## src/rtl/fmul_pkg.sv

```systemverilog
// Package: shared mode encoding for the fractional multiplier.
// Assumes mode[1:0] selects operand kind and mode[2] selects fractional.
package fmul_pkg;

    typedef enum logic [1:0] {
        KIND_UU  = 2'b00,
        KIND_SS  = 2'b01,
        KIND_SU  = 2'b10,
        KIND_RSV = 2'b11
    } mul_kind_e;

    typedef struct packed {
        logic      frac;
        mul_kind_e kind;
    } mul_mode_t;

endpackage

```

## src/rtl/fmul_operand_ext.sv

```systemverilog
// Module: extends one operand by a bit so that a single signed multiplier
// covers both unsigned and two's complement readings.
// Assumes as_signed is stable with val.
module fmul_operand_ext #(
    parameter int W = 8
) (
    input  logic [W-1:0] val,
    input  logic         as_signed,
    output logic [W:0]   ext
);

    // Copy the sign bit only when the operand is read as signed.
    always_comb begin
        ext = {as_signed & val[W-1], val};
    end

endmodule

```

## src/rtl/fmul_core.sv

```systemverilog
// Module: first pipeline stage. Captures extended operands and the
// fractional select on load, and forms the integer product from them.
// Assumes load is only raised when the stage is free (gated by the top).
module fmul_core #(
    parameter int W = 8,
    localparam int PW = 2 * W
) (
    input  logic          clk,
    input  logic          rst_n,
    input  logic          load,
    input  logic [W:0]    a_ext,
    input  logic [W:0]    b_ext,
    input  logic          frac_in,
    output logic          stage_vld,
    output logic [PW-1:0] raw,
    output logic          frac_q
);

    logic [W:0]           a_q;
    logic [W:0]           b_q;
    logic signed [PW-1:0] full;

    // Capture operands and mark the stage occupied for one cycle.
    always_ff @(posedge clk) begin
        if (!rst_n) begin
            a_q       <= '0;
            b_q       <= '0;
            frac_q    <= 1'b0;
            stage_vld <= 1'b0;
        end else begin
            stage_vld <= load;
            if (load) begin
                a_q    <= a_ext;
                b_q    <= b_ext;
                frac_q <= frac_in;
            end
        end
    end

    // Signed multiply of the extended operands, kept to 2W bits.
    always_comb begin
        full = $signed(a_q) * $signed(b_q);
        raw  = full;
    end


    busy_no_reload_chk: assert property (@(posedge clk) disable iff (!rst_n)
        stage_vld |=> !stage_vld);

endmodule

```

## src/rtl/fmul_flags.sv

```systemverilog
// Module: applies the optional fractional shift and derives Z and C.
// Assumes raw is the 2W-bit integer product.
module fmul_flags #(
    parameter int W     = 8,
    parameter int SHIFT = 1,
    localparam int PW   = 2 * W
) (
    input  logic [PW-1:0] raw,
    input  logic          frac,
    output logic [PW-1:0] result,
    output logic          zf,
    output logic          cf
);

    logic [PW-1:0] shifted;

    generate
        if (SHIFT > 0) begin : g_shift
            // Fractional form drops the top bits and fills with zeros.
            always_comb shifted = raw << SHIFT;
        end else begin : g_noshift
            // No fractional form configured: pass through.
            always_comb shifted = raw;
        end
    endgenerate

    // Pick the form and compute the flags on the chosen result.
    always_comb begin
        result = frac ? shifted : raw;
        cf     = raw[PW-1];
        zf     = (result == '0);
    end

endmodule

```

## src/rtl/fmul_unit.sv

```systemverilog
// Module: top of the signed/unsigned fractional multiplier. A start is
// accepted when the first stage is free; the result, flags and done are
// registered one edge later, giving a two-edge latency.
// Assumes inputs are synchronous to clk.
module fmul_unit #(
    parameter int W = 8,
    localparam int PW = 2 * W
) (
    input  logic          clk,
    input  logic          rst_n,
    input  logic          start,
    input  logic [2:0]    mode,
    input  logic [W-1:0]  a,
    input  logic [W-1:0]  b,
    output logic [PW-1:0] product,
    output logic          z,
    output logic          c,
    output logic          done
);
    import fmul_pkg::*;

    mul_mode_t     md;
    logic          a_sgn;
    logic          b_sgn;
    logic [W:0]    a_ext;
    logic [W:0]    b_ext;
    logic          accept;
    logic          stage_vld;
    logic [PW-1:0] raw;
    logic          frac_q;
    logic [PW-1:0] result;
    logic          zf;
    logic          cf;
    logic          frac_out;

    // Decode mode into per-operand signedness; reserved kind reads unsigned.
    always_comb begin
        md    = mul_mode_t'(mode);
        a_sgn = (md.kind == KIND_SS) || (md.kind == KIND_SU);
        b_sgn = (md.kind == KIND_SS);
    end

    // Accept a start only when the first stage is empty.
    always_comb accept = start && !stage_vld;

    fmul_operand_ext #(.W(W)) u_ext_a (.val(a), .as_signed(a_sgn), .ext(a_ext));
    fmul_operand_ext #(.W(W)) u_ext_b (.val(b), .as_signed(b_sgn), .ext(b_ext));

    fmul_core #(.W(W)) u_core (
        .clk       (clk),
        .rst_n     (rst_n),
        .load      (accept),
        .a_ext     (a_ext),
        .b_ext     (b_ext),
        .frac_in   (md.frac),
        .stage_vld (stage_vld),
        .raw       (raw),
        .frac_q    (frac_q)
    );

    fmul_flags #(.W(W), .SHIFT(1)) u_flags (
        .raw    (raw),
        .frac   (frac_q),
        .result (result),
        .zf     (zf),
        .cf     (cf)
    );

    // Register result and flags when stage one completes; hold otherwise.
    always_ff @(posedge clk) begin
        if (!rst_n) begin
            product  <= '0;
            z        <= 1'b0;
            c        <= 1'b0;
            done     <= 1'b0;
            frac_out <= 1'b0;
        end else begin
            done <= stage_vld;
            if (stage_vld) begin
                product  <= result;
                z        <= zf;
                c        <= cf;
                frac_out <= frac_q;
            end
        end
    end


    done_follows_accept_chk: assert property (@(posedge clk) disable iff (!rst_n)
        accept |=> ##1 done);


    done_single_chk: assert property (@(posedge clk) disable iff (!rst_n)
        done |=> !done);


    hold_between_done_chk: assert property (@(posedge clk) disable iff (!rst_n)
        !done |-> ($stable(product) && $stable(z) && $stable(c)));


    frac_lsb_chk: assert property (@(posedge clk) disable iff (!rst_n)
        (done && frac_out) |-> !product[0]);


    z_matches_chk: assert property (@(posedge clk) disable iff (!rst_n)
        done |-> (z == (product == '0)));

endmodule

```

## config.mk

```make
export PLATFORM = sky130hd
export DESIGN_NAME = fmul_unit
export DESIGN_NICKNAME = d
export VERILOG_FILES = /design/src/rtl/fmul_pkg.sv /design/src/rtl/fmul_operand_ext.sv /design/src/rtl/fmul_core.sv /design/src/rtl/fmul_flags.sv /design/src/rtl/fmul_unit.sv
export SDC_FILE = /design/constraint.sdc
export NUM_CORES = 1
export LEC_CHECK = 0
export CAP_MARGIN = 20
export CORE_UTILIZATION = 30
export DETAILED_ROUTE_END_ITERATION = 6
export PLACE_DENSITY = 0.5
export SLEW_MARGIN = 40
export SYNTH_ARGS = -nofsm -noshare
export SYNTH_HDL_FRONTEND = slang
export SYNTH_SLANG_ARGS = --single-unit
```

## constraint.sdc

```tcl
create_clock -name clk -period 6.83 [get_ports clk]
set_clock_uncertainty 0.15 [all_clocks]
set_input_delay 1.0245 -clock clk [delete_from_list [all_inputs] [get_ports clk]]
set_output_delay 1.0245 -clock clk [all_outputs]
set_load 0.005 [all_outputs]
```

==> results.cfg, run 1 <==
[run_status]
status = complete, no violations

[final_layout]
areaGrowthSynthToFinish_pct = 16.0
final_common_cell = nand2_1
ff_latch_area_um2 = 782
multi_input_area_um2 = 3100
final_cell_mix = nand2_1, inv_1, fa_1, clkdlybuf4s50_1, dfxtp_1
nFillCells = 1449
nets = 623
drive_gt1_frac = 0.0356
n_antenna_cell = 0

[setup_path]
cp.arrival_ns = 5.80
cp_cell_sequence = nand2_1, fa_1, inv_1, fa_1, fa_1, fa_1, fa_1, ha_1, a21oi_2, o22ai_1, or3_1, o32ai_2, xnor2_1, or4_1, o31ai_2
crit_family = adder cells
r2r_end = z
reg2regPathDepth = 15
setup.worst_path.start_class = flop
crit_end = z
path_max_fanout = 12
crit_type = reg2reg
reg2reg_from = u_core.b_q[0]
cp-end-kind = flop
cp_slowest_cell = dfxtp_1
crit_start = u_core.b_q[0]
r2r_slack_ns = 1.08
crit_path_max_incr_delay_ns = 0.61
crit_top_cell = fa_1
path_depth = 15
critical_path_required_ns = 6.88
path_buf_inv = 1

[clock_tree]
cts_tree = yes
numCtsBuffers = 5
numClockSinks = 39
h-tree-depth = 2
clock_latency_ns = 0.28
cts_resized = 0
cts.root.buffer_cell = clkbuf_16
ctsHoldBuffers = 0
path_clk_slew_ns = 0.06
postCtsSetupRepairBufs = 0
cts_max_path_buffers = 2

[yosys]
synth_edf_count = 0
syn_area_per_cell_um2 = 8.77
synth_warnings = 0
synth_nets = 605
async_flop_share = 0
yosys.area_share.simple = 0.178
synth-compound-area-share = 0.0848
synth_mux_area_frac = 0.0282
synth_area_um2 = 4260
synth_cell_types = 37
synthXorXnorAreaFrac = 0.0390
synth_top_family_by_area = adder cells
ys_seq_elements = 39
yosysSeqAreaShare = 0.183
syn_inst = 486
dominantRegCellSynth = dfxtp_1
synthAdderAreaFrac = 0.396

[route]
vias_per_cell = 4.51
dr.pass1.iters = 4
vias = 3091
detail-route-antenna-nets = 0
wl_mm = 8.84
drt-wirelength-per-cell_um = 12.9
drt_iter0_drc = 144
drc = 0

[sta]
rsz0062_at_grt = no
finalCriticalPeriod_ns = 5.75
finalHoldViolations = 0
final-setup-viol-count = 0
fmax_mhz = 174
worstMarginPinSlew_ns = 0.768
slew_headroom = 0.488
tns_ns = 0
post-route-period-util = 0.843
drv_slew = 0

[die]
dieArea_um2 = 14700
fp.dieW_um = 121
start_util = 0.307
pin_count = 41
rows = 43
die_h_um = 121
core_um2 = 13900

[pwr]
p_total_mw = 0.654
irDropWorstVdd_uv = 86.0
powerDensity_nw_per_um2 = 132
p_leak_nw = 2.29

[grt]
grt_use_total = 0.133
grt_pass1_wl_mm = 15.5
grt_max_degree = 38
grt_pass1_vias = 3127
grt_remaining_overflow = 0
antenna_found_initial = 0

[place]
hpwl_mm = 7.30
gp_congestion = 0.761
io_buffers = 40

[worst_hold_path]
hold_class = reg2reg
holdCritStartpoint = product[8]

[run]
cap_violations = 0
==> Yosys cell counts (3+ instances only) <==
master,n,share of area
dfxtp_1,39,0.18
and2_1,31,0.045
nor2_1,18,0.016
inv_1,72,0.063
nand3_1,4,0.0047
nand2b_1,6,0.0088
clkbuf_1,28,0.025
xnor2_1,18,0.037
mux2i_1,12,0.028
o21ai_0,4,0.0047
ha_1,34,0.10
o21a_1,3,0.0053
nor2b_1,9,0.013
nand2_1,80,0.070
a211oi_1,10,0.018
fa_1,63,0.30
a21oi_1,27,0.032
==> worst min-delay path by stage <==
stage	endpoint	depth (start not counted)
after global routing	product[0]	2
after floorplan	product[0]	2
after detailed placement	product[8]	2
final	product[8]	2
after global placement	product[0]	2
after CTS	product[8]	2
==> cells by family (layout without fill, tap and decap cells) <==
family                   after synthesis  count (layout)
adder cells (fa/ha/maj)               97              97
XOR/XNOR                              19              19
multiplexers                          12              12
AND/OR/NAND/NOR                      160             160
buffers and inverters                103             122
flip-flops                            39              39
AO/OA/AOI/OAI                         56              56
==> registers in the layout, indices dropped and copies added, names as in the netlist <==
signal / count
product: 16
u_core.a_q: 9
u_core.b_q: 9
c: 1
done: 1
u_core.frac_q: 1
u_core.stage_vld: 1
z: 1
==> layout make-up <==
cell class | instances | area share
Timing Repair Buffer | 41 | 0.0825
Multi-Input combinational cell | 344 | 0.627
Inverter | 73 | 0.0557
Clock buffer | 8 | 0.0316
Sequential cell | 39 | 0.158
Tap cell | 180 | 0.0455
==> layer usage <==
layer | global-route usage | vias to the layer above | wire (µm)
met5 | 0 | - | 0
li1 | - | 1550 | -
met1 | 0.185 | 1475 | 4430
met3 | 0.0258 | 7 | 319
met4 | 0.0255 | 0 | 66
met2 | 0.214 | 59 | 4020
==> through the flow <==
stage / worst slack (ns) / utilization / cell area, µm² / std cells / hold slack (ns)
after floorplan: 1.45 / - / 4260 / 486 / 0.312
after global placement: 1.26 / 0.345 / 4780 / 677 / 0.307
after detailed placement: 1.10 / 0.345 / 4790 / 677 / 0.316
after CTS: 1.07 / 0.356 / 4940 / 685 / 0.326
after global routing: 0.832 / 0.356 / 4940 / 685 / 0.352
final: 1.08 / 0.356 / 4940 / 685 / 0.324
==> worst min-delay path: cells and delay by family (launching register included) <==
| family | cells | cell delay, ns |
|---|---|---|
| DFF | 1 | 0.31 |
| and+or+nand+nor | 1 | 0.07 |
| AOI/OAI and AO/OA | 1 | 0.05 |
==> power by group <==
| part | leakage, nW | internal (mW) | switching [mW] |
|---|---|---|---|
| Sequential | 0.320 | 0.241 | 0.0226 |
| Clock | 0.0772 | 0.155 | 0.0905 |
| Combinational | 1.89 | 0.0714 | 0.0733 |
Power figures use the tool's default switching activity.
==> run 2, diff against run 1 <==
--- a/config.mk
+++ b/config.mk
@@ -8,7 +8,7 @@
 export CAP_MARGIN = 20
 export CORE_UTILIZATION = 30
 export DETAILED_ROUTE_END_ITERATION = 6
-export PLACE_DENSITY = 0.5
+export PLACE_DENSITY = 0.52
 export SLEW_MARGIN = 40
 export SYNTH_ARGS = -nofsm -noshare
 export SYNTH_HDL_FRONTEND = slang
==> constraint.sdc (replaced) <==
create_clock -name clk -period 5.02 [get_ports clk]
set_clock_uncertainty 0.15 [all_clocks]
set_input_delay 0.753 -clock clk [delete_from_list [all_inputs] [get_ports clk]]
set_output_delay 0.753 -clock clk [all_outputs]
set_load 0.005 [all_outputs]
==> run 2 against run 1 <==
  * The run now ends with setup timing left
  * Total power rose by 54%
  * Routed wire length up 14%
  * Clock power up 52%
  * Critical path depth is the same
  * Highest routed layer unchanged
==> results.cfg, run 2 (synthesized netlist as in run 1, its figures left out) <==
[run_status]
status = finished with violations
violations = setup timing

[final_layout]
regMostFlops = product
areaGrowthSynthToFinish_pct = 34.2
multi_input_area_um2 = 3320
drive_gt1_frac = 0.247
nFillCells = 1411
final_cell_mix = nand2_1, inv_1, buf_4, fa_1, clkdlybuf4s50_1
ff_latch_area_um2 = 826
final_common_cell = nand2_1
largest_reg_flops = 16
reg_top3 = product: 16 flops, u_core.a_q: 9 flops, u_core.b_q: 9 flops
n_antenna_cell = 0
post-route-util = 0.412
nets = 688

[clock_tree]
cts_tree = yes
cts.root.buffer_cell = clkbuf_16
clock_latency_ns = 0.28
numClockSinks = 39
h-tree-depth = 2
numCtsBuffers = 5
cts_max_path_buffers = 2
path_clk_slew_ns = 0.07
ctsHoldBuffers = 0

[pwr]
p_leak_nw = 2.69
p_total_mw = 1.01
powerDensity_nw_per_um2 = 176
irDropWorstVdd_uv = 112

[sta]
worstMarginPinSlew_ns = 0.754
drv_slew = 0
setup_ws_ns = -0.176
slew_headroom = 0.498
fmax_mhz = 192
rsz0062_at_grt = yes
final-setup-viol-count = 3
post-route-period-util = 1.03
finalHoldViolations = 0
finalCriticalPeriod_ns = 5.20

[setup_path]
path_max_fanout = 7
cp-end-kind = flop
critical_path_required_ns = 5.08
setup.worst_path.start_class = flop
cp.arrival_ns = 5.26
crit_type = reg2reg

[run]
cap_violations = 0

[die]
pin_count = 41
fp.dieW_um = 121
die_h_um = 121
start_util = 0.307
core_um2 = 13900
rows = 43
dieArea_um2 = 14700

[route]
wl_mm = 10.1
vias_per_cell = 4.41
dr.pass1.iters = 4
drc = 0
detail-route-antenna-nets = 0
vias = 3310
drt_iter0_drc = 64
drt-wirelength-per-cell_um = 13.5

[place]
gp_congestion = 0.794
io_buffers = 40
hpwl_mm = 8.67

[grt]
grt_pass1_vias = 3425
grt_max_degree = 37
grt_pass1_wl_mm = 16.8
antenna_found_initial = 0
grt_use_total = 0.146
grt_remaining_overflow = 0

[worst_hold_path]
hold_class = reg2reg
[run 2: cell types whose count changed in the layout (fill, tap and decap cells not counted), moves of 5 or more]
cell,change
buf_4,+63
dfxtp_1,-17
dfxtp_4,+9
dfxtp_2,+8
nand2_1,-7
ha_1,-5
inv_1,-5
inv_2,+5
nand2_2,+5
[run 2: layout make-up]
cell class                 instances  area share
clock buffer                       5      0.0219
clock inverter                     3     0.00831
inverter                          73      0.0481
multi-input combinational        344       0.580
sequential                        39       0.144
tap                              180      0.0394
timing repair buffer             106       0.158
[run 2: what timing repair did]
action	CTS	global route
setup endpoints to repair	4	6
endpoints found under the hold margin	0	0
gates resized for setup	24	35
pin swaps	4	13
buffers inserted	1	3
[run 2: metrics by stage]
stage               setup slack [ns]  instance area [µm²]  setup TNS [ns]  std cells  hold WS [ns]
finish                        -0.176                 5720          -0.358        750         0.322
CTS                           -0.268                 5560          -0.611        748         0.322
floorplan                    -0.0727                 4440         -0.0727        486         0.312
global route                  -0.327                 5720          -0.847        750         0.352
detailed placement            -0.413                 5310           -1.02        739         0.310
global placement              -0.321                 5310          -0.773        739         0.308
[run 2: worst max-delay path, stage by stage, from the launching register on]
cell	delay (ns)
dfxtp_4	0.39
nand2_4	0.05
fa_1	0.55
inv_2	0.04
fa_1	0.51
fa_1	0.58
fa_1	0.43
fa_1	0.53
ha_4	0.22
a21oi_2	0.13
o22ai_2	0.10
or3_4	0.41
o32ai_4	0.29
xnor2_2	0.12
or4_4	0.44
o31ai_4	0.17
[run 2: worst paths after layout]
path | from | end | slack, ns | depth (start not counted)
max reg2reg | u_core.b_q[1] | z | -0.18 | 15
min | product[0] | product[0] | 0.32 | 2
max | u_core.b_q[1] | z | -0.18 | 15
min reg2reg | product[0] | product[0] | 0.32 | 2
[run 2: power by group]
group          switching, mW  internal, mW  leakage (nW)
combinational          0.131         0.151          2.27
sequential            0.0240         0.327         0.330
clock                  0.137         0.237        0.0844
[run 2: routing by layer]
| layer | routed length [µm] | part of all wire | global-route usage |
|---|---|---|---|
| met4 | 132 | 0.013 | 0.0363 |
| met5 | 0 | 0 | 0 |
| met3 | 294 | 0.029 | 0.0226 |
| met1 | 4830 | 0.48 | 0.192 |
| met2 | 4840 | 0.48 | 0.248 |
